## src/rtl/gpb_pkg.sv

```systemverilog
package gpb_pkg;
  localparam int NUM_PORTS  = 4;
  localparam int PORT_BITS  = 8;
  localparam int BANK_PINS  = NUM_PORTS * PORT_BITS;
  localparam int NUM_RW_GRP = 3;

  typedef enum logic [1:0] {
    GRP_CFG  = 2'd0,
    GRP_DIR  = 2'd1,
    GRP_DOUT = 2'd2,
    GRP_DIN  = 2'd3
  } grp_e;

  typedef struct packed {
    logic       plain;
    logic       masked;
    grp_e       grp;
    logic [1:0] port;
  } dec_t;

  function automatic logic [PORT_BITS-1:0] masked_merge(
      input logic [PORT_BITS-1:0] old_v,
      input logic [PORT_BITS-1:0] new_v,
      input logic [PORT_BITS-1:0] sel);
    return (old_v & ~sel) | (new_v & sel);
  endfunction

  function automatic logic [PORT_BITS-1:0] touch_set(
      input logic                 we,
      input logic                 masked,
      input logic [PORT_BITS-1:0] sel);
    if (!we)         return '0;
    else if (masked) return sel;
    else             return '1;
  endfunction
endpackage

```

## src/rtl/gpb_sync.sv

```systemverilog
module gpb_sync #(
  parameter int WIDTH  = 32,
  parameter int STAGES = 2
) (
  input  logic             clk,
  input  logic [WIDTH-1:0] d,
  output logic [WIDTH-1:0] q
);
  logic [WIDTH-1:0] stg [STAGES];

  always_ff @(posedge clk) begin
    stg[0] <= d;
    for (int i = 1; i < STAGES; i++) stg[i] <= stg[i-1];
  end

  assign q = stg[STAGES-1];
endmodule

```

## src/rtl/gpb_addr_dec.sv

```systemverilog
module gpb_addr_dec
  import gpb_pkg::*;
#(
  parameter int ADDR_W    = 12,
  parameter int UPPER_OFS = 'h80
) (
  input  logic [ADDR_W-1:0] addr,
  output dec_t              dec
);
  localparam logic [ADDR_W-1:0] UP_ADDR = ADDR_W'(UPPER_OFS);

  logic [ADDR_W-7:0] blk;
  logic              unused_lo;

  assign blk       = addr[ADDR_W-1:6];
  assign unused_lo = ^addr[1:0];

  always_comb begin
    dec.plain  = (blk == '0);
    dec.masked = (blk == UP_ADDR[ADDR_W-1:6]);
    dec.grp    = grp_e'(addr[5:4]);
    dec.port   = addr[3:2];
  end
endmodule

```

## src/rtl/gpb_field.sv

```systemverilog
module gpb_field
  import gpb_pkg::*;
(
  input  logic                 clk,
  input  logic                 rst_n,
  input  logic                 we,
  input  logic                 masked,
  input  logic [15:0]          wbits,
  output logic [PORT_BITS-1:0] q,
  output logic [PORT_BITS-1:0] touch
);
  logic [PORT_BITS-1:0] nxt;

  assign nxt   = masked ? masked_merge(q, wbits[7:0], wbits[15:8]) : wbits[7:0];
  assign touch = touch_set(we, masked, wbits[15:8]);

  always_ff @(posedge clk or negedge rst_n) begin
    if (!rst_n)  q <= '0;
    else if (we) q <= nxt;
  end
endmodule

```

## src/rtl/gpb_bank.sv

```systemverilog
module gpb_bank
  import gpb_pkg::*;
#(
  parameter int ADDR_W      = 12,
  parameter int UPPER_OFS   = 'h80,
  parameter int SYNC_STAGES = 2
) (
  input  logic              clk,
  input  logic              rst_n,
  input  logic              bus_wr,
  input  logic              bus_rd,
  input  logic [ADDR_W-1:0] bus_addr,
  input  logic [31:0]       bus_wdata,
  output logic [31:0]       bus_rdata,
  input  logic [31:0]       pad_in,
  output logic [31:0]       pad_out,
  output logic [31:0]       pad_oe
);
  dec_t                 dec;
  logic                 wr_hit;
  logic                 rd_hit;
  logic [PORT_BITS-1:0] fld_q     [NUM_RW_GRP][NUM_PORTS];
  logic [PORT_BITS-1:0] fld_touch [NUM_RW_GRP][NUM_PORTS];
  logic [BANK_PINS-1:0] cfg_vec, dir_vec, dout_vec, din_vec;
  logic [BANK_PINS-1:0] cfg_touch, dir_touch, dout_touch;
  logic [PORT_BITS-1:0] rd_byte;
  logic                 unused_hi;

  assign unused_hi = ^bus_wdata[31:16];

  gpb_addr_dec #(.ADDR_W(ADDR_W), .UPPER_OFS(UPPER_OFS)) i_dec (
    .addr (bus_addr),
    .dec  (dec)
  );

  assign wr_hit = (dec.plain || dec.masked) && (dec.grp != GRP_DIN);
  assign rd_hit = dec.plain || (dec.masked && dec.grp != GRP_DIN);

  for (genvar g = 0; g < NUM_RW_GRP; g++) begin : g_grp
    for (genvar p = 0; p < NUM_PORTS; p++) begin : g_port
      logic sel;
      assign sel = bus_wr && wr_hit && (dec.grp == grp_e'(g)) && (dec.port == 2'(p));
      gpb_field i_fld (
        .clk    (clk),
        .rst_n  (rst_n),
        .we     (sel),
        .masked (dec.masked),
        .wbits  (bus_wdata[15:0]),
        .q      (fld_q[g][p]),
        .touch  (fld_touch[g][p])
      );
    end
  end

  for (genvar p = 0; p < NUM_PORTS; p++) begin : g_vec
    assign cfg_vec[p*PORT_BITS +: PORT_BITS]    = fld_q[GRP_CFG][p];
    assign dir_vec[p*PORT_BITS +: PORT_BITS]    = fld_q[GRP_DIR][p];
    assign dout_vec[p*PORT_BITS +: PORT_BITS]   = fld_q[GRP_DOUT][p];
    assign cfg_touch[p*PORT_BITS +: PORT_BITS]  = fld_touch[GRP_CFG][p];
    assign dir_touch[p*PORT_BITS +: PORT_BITS]  = fld_touch[GRP_DIR][p];
    assign dout_touch[p*PORT_BITS +: PORT_BITS] = fld_touch[GRP_DOUT][p];
  end

  gpb_sync #(.WIDTH(BANK_PINS), .STAGES(SYNC_STAGES)) i_sync (
    .clk (clk),
    .d   (pad_in),
    .q   (din_vec)
  );

  always_comb begin
    rd_byte = '0;
    if (rd_hit) begin
      unique case (dec.grp)
        GRP_CFG:  rd_byte = fld_q[GRP_CFG][dec.port];
        GRP_DIR:  rd_byte = fld_q[GRP_DIR][dec.port];
        GRP_DOUT: rd_byte = fld_q[GRP_DOUT][dec.port];
        default:  rd_byte = din_vec[dec.port*PORT_BITS +: PORT_BITS];
      endcase
    end
  end

  always_ff @(posedge clk or negedge rst_n) begin
    if (!rst_n)      bus_rdata <= '0;
    else if (bus_rd) bus_rdata <= {24'h0, rd_byte};
  end

  assign pad_oe  = cfg_vec & dir_vec;
  assign pad_out = dout_vec;
endmodule

```

## config.mk

```make
export PLATFORM = sky130hd
export DESIGN_NAME = gpb_bank
export DESIGN_NICKNAME = d
export VERILOG_FILES = /design/src/rtl/gpb_pkg.sv /design/src/rtl/gpb_sync.sv /design/src/rtl/gpb_addr_dec.sv /design/src/rtl/gpb_field.sv /design/src/rtl/gpb_bank.sv
export SDC_FILE = /design/constraint.sdc
export NUM_CORES = 1
export LEC_CHECK = 0
export BUFFER_PORTS_ARGS = -buffer_cell sky130_fd_sc_hd__buf_2
export CAP_MARGIN = 20
export CORE_MARGIN = 2
export CORE_UTILIZATION = 49
export CTS_CLUSTER_DIAMETER = 50
export DETAILED_ROUTE_END_ITERATION = 7
export GPL_TIMING_DRIVEN = 0
export PLACE_DENSITY = 0.77
export SETUP_SLACK_MARGIN = 0.3
export SLEW_MARGIN = 30
export SYNTH_ARGS = -nofsm -noshare
export SYNTH_HDL_FRONTEND = slang
export SYNTH_SLANG_ARGS = --single-unit
```

## constraint.sdc

```tcl
create_clock -name clk -period 1.2 [get_ports clk]
set_input_delay 0.12 -clock clk [delete_from_list [all_inputs] [get_ports clk]]
set_output_delay 0.12 -clock clk [all_outputs]
set_load 0.005 [all_outputs]
```

==> results.json <==
{
  "status": "finished, violations left",
  "violations": "setup timing",
  "grt_max_degree": 69,
  "drv_slew": 0,
  "overflow": 0,
  "final_cell_mix": "104 x dfrtp_1, 101 x buf_2, 97 x buf_4",
  "die_h_um": 127,
  "dp_slack_ns": -1.05,
  "max-vdd-ir-drop_mv": 1.19,
  "max_slew_margin_pct": 45.5,
  "pin_count": 176,
  "rows": 45,
  "finalCritPeriodShare_pct": 133,
  "nets": 941,
  "grt_pass1_wl_mm": 33.0,
  "synthCells": 548,
  "grt_pass1_vias": 6054,
  "area_delta_synth_final_pct": 46.3,
  "instances_no_fill": 1063,
  "avgSynthCellArea_um2": 13.6,
  "io_buffers": 131,
  "tightest_slew_ns": 0.815,
  "synth-edff-count": 0,
  "ys.flop_type": "dfrtp_1",
  "cap_violations": 0,
  "fmax_ghz": 0.626,
  "clockBufferDepth": 2,
  "ys_types": 27,
  "rsz0062_at_grt": "yes",
  "routed_wirelength_mm": 24.4,
  "fin_skew_ns": 0.0117,
  "die_w_um": 127,
  "die-area_um2": 16200,
  "ys_async_sr_fraction_pct": 61.9,
  "htreeDepth": 4,
  "wl_per_cell_um": 22.9,
  "clock-root-buffer": "clkbuf_16",
  "pwr-share-clk_pct": 42.9,
  "worstSetupPathType": "primary input to flop",
  "clkSlewWorstSetupHoldPaths_ns": 0.07,
  "hold_class": "primary input to asynchronous set/reset pin",
  "hold_viol_final": 0,
  "ant_nets": 0,
  "whs_ns": 0.173,
  "drtPass1Iterations": 5,
  "power_density_nw_per_um2": 1150,
  "pwr-share-seq_pct": 47.4,
  "dr.first_iter.drc_count": 482,
  "hpwl_mm": 13.1,
  "synth_top_area_cell": "dfrtp_1",
  "crit_required_ns": 1.52,
  "switching_power_uw": 3100,
  "synth.area.top_cells": "dfrtp_1 35%, dfxtp_1 17%, mux4_2 9.7%",
  "synth_area_um2": 7440,
  "startpoint_type": "primary input",
  "layout_commonest_cell": "dfrtp_1",
  "core-area_um2": 15000,
  "cts.sink_count": 168,
  "drc": 0,
  "fin_crit_ns": 1.60,
  "yosys_warnings": 0,
  "placed_cells": 892,
  "routed_via_density": 5.61,
  "crit_path_max_fanout": 9,
  "worstSetupEndpointType": "flop",
  "combPwrFrac_pct": 9.8,
  "track_usage_pct": 27.0,
  "netSwitchingFraction_pct": 24.8,
  "intPower_uw": 9380,
  "via_count": 5964,
  "p_leak_uw": 0.00542,
  "worstPathArrival_ns": 1.92,
  "cts_tree": "built",
  "clk_latency_ns": 0.44,
  "antenna_found_initial": 1,
  "synth_top_cell_area_share_pct": 35.0,
  "nFillCells": 836,
  "setup_violations": 139,
  "ys_ff_latch": 168,
  "start_util_pct": 49.5,
  "yosysSeqAreaShare_pct": 52.2,
  "cts_buffers": 17,
  "setup_ws_ns": -0.398,
  "place.gp.congestion": 0.817,
  "drive_above_1_share_pct": 56.9
}
[power groups by stage]
stage / sequential (µW) / combinational, µW / clock (µW)
floorplan: 5980 / 495 / 0
global placement: 5990 / 800 / 0
detailed placement: 6010 / 852 / 0
CTS: 5900 / 1080 / 5300
global route: 5920 / 1280 / 5580
finish: 5910 / 1220 / 5350
[path summary, 6_finish.rpt]
kind,endpoint,from,slack [ns],cells after the start
worst min register to register,i_sync.stg[0][60],i_sync.stg[0][28],0.33,0
worst min-delay path,asynchronous set/reset pin,rst_n,0.17,2
worst max-delay path,flop,bus_addr[8],-0.40,8
max in group asynchronous,asynchronous set/reset pin,rst_n,0.47,3
worst max register to register,bus_rdata[3],flop,-0.24,3
min in group clk,flop,bus_addr[2],0.20,4
[cells by family (layout without fill, tap and decap cells)]
logic type / after synthesis / count (layout) / synth area share (%)
AO/OA/AOI/OAI: 8 / 8 / 0.942
buffers and inverters: 53 / 356 / 5.06
flip-flops: 168 / 168 / 52.2
multiplexers: 144 / 144 / 28.6
other: 1 / 25 / 0.0504
AND/OR/NAND/NOR: 174 / 174 / 13.1
[cells in the mapped netlist (8+ instances only)]
cell type	count
dfrtp_1	104
nand2_1	95
dfxtp_1	64
mux2_4	44
and2_1	32
mux2_1	32
mux4_2	32
buf_4	25
mux2_2	20
mux2i_1	16
nand2b_1	12
buf_6	10
clkbuf_1	8
nor4b_4	8
o221ai_1	8
[critical path, cell delays in order]
cell	delay (ns)
buf_6	0.09
or4_4	0.54
buf_12	0.18
nor4b_4	0.24
buf_4	0.19
buf_6	0.13
nand2_1	0.09
mux2_4	0.33
[layout make-up]
type	count	area, µm²	share of cell area [%]
clock buffers	22	485	4.46
diodes	1	2.50	0.0230
flip-flops and latches	168	3880	35.7
repair buffers	271	2150	19.8
clock inverters	10	80.1	0.736
plain buffers	53	430	3.96
well taps	188	235	2.16
multi-input cells	350	3610	33.2
[repair_timing]
action / 4_1_cts / 5_1_grt
pin swaps: 28 / 16
hold endpoints to repair: 150 / 0
buffers inserted: 56 / 34
gates resized for setup: 116 / 49
setup endpoints to repair: 176 / 242
hold buffers: 42 / 0
cloned: 4 / 2
[metrics by stage]
stage | util [%] | instance area, µm² | TNS [ns] | total power (µW)
global route | 72.3 | 10900 | -37.22 | 12800
detailed placement | 56.5 | 8500 | -80.18 | 6860
finish | 72.3 | 10900 | -33.80 | 12500
global placement | 56.0 | 8430 | -210.27 | 6800
floorplan | - | 7530 | -49.63 | 6480
CTS | 69.2 | 10400 | -26.62 | 12300
[per-layer routing]
layer,wire [µm],up-vias,track usage [%]
met3,2170,105,6.32
met4,1150,0,13.1
li1,-,2488,-
met1,9080,2935,33.1
met5,0,-,0
met2,12000,436,45.3
Note: power is estimated with default switching activity, not from simulation.
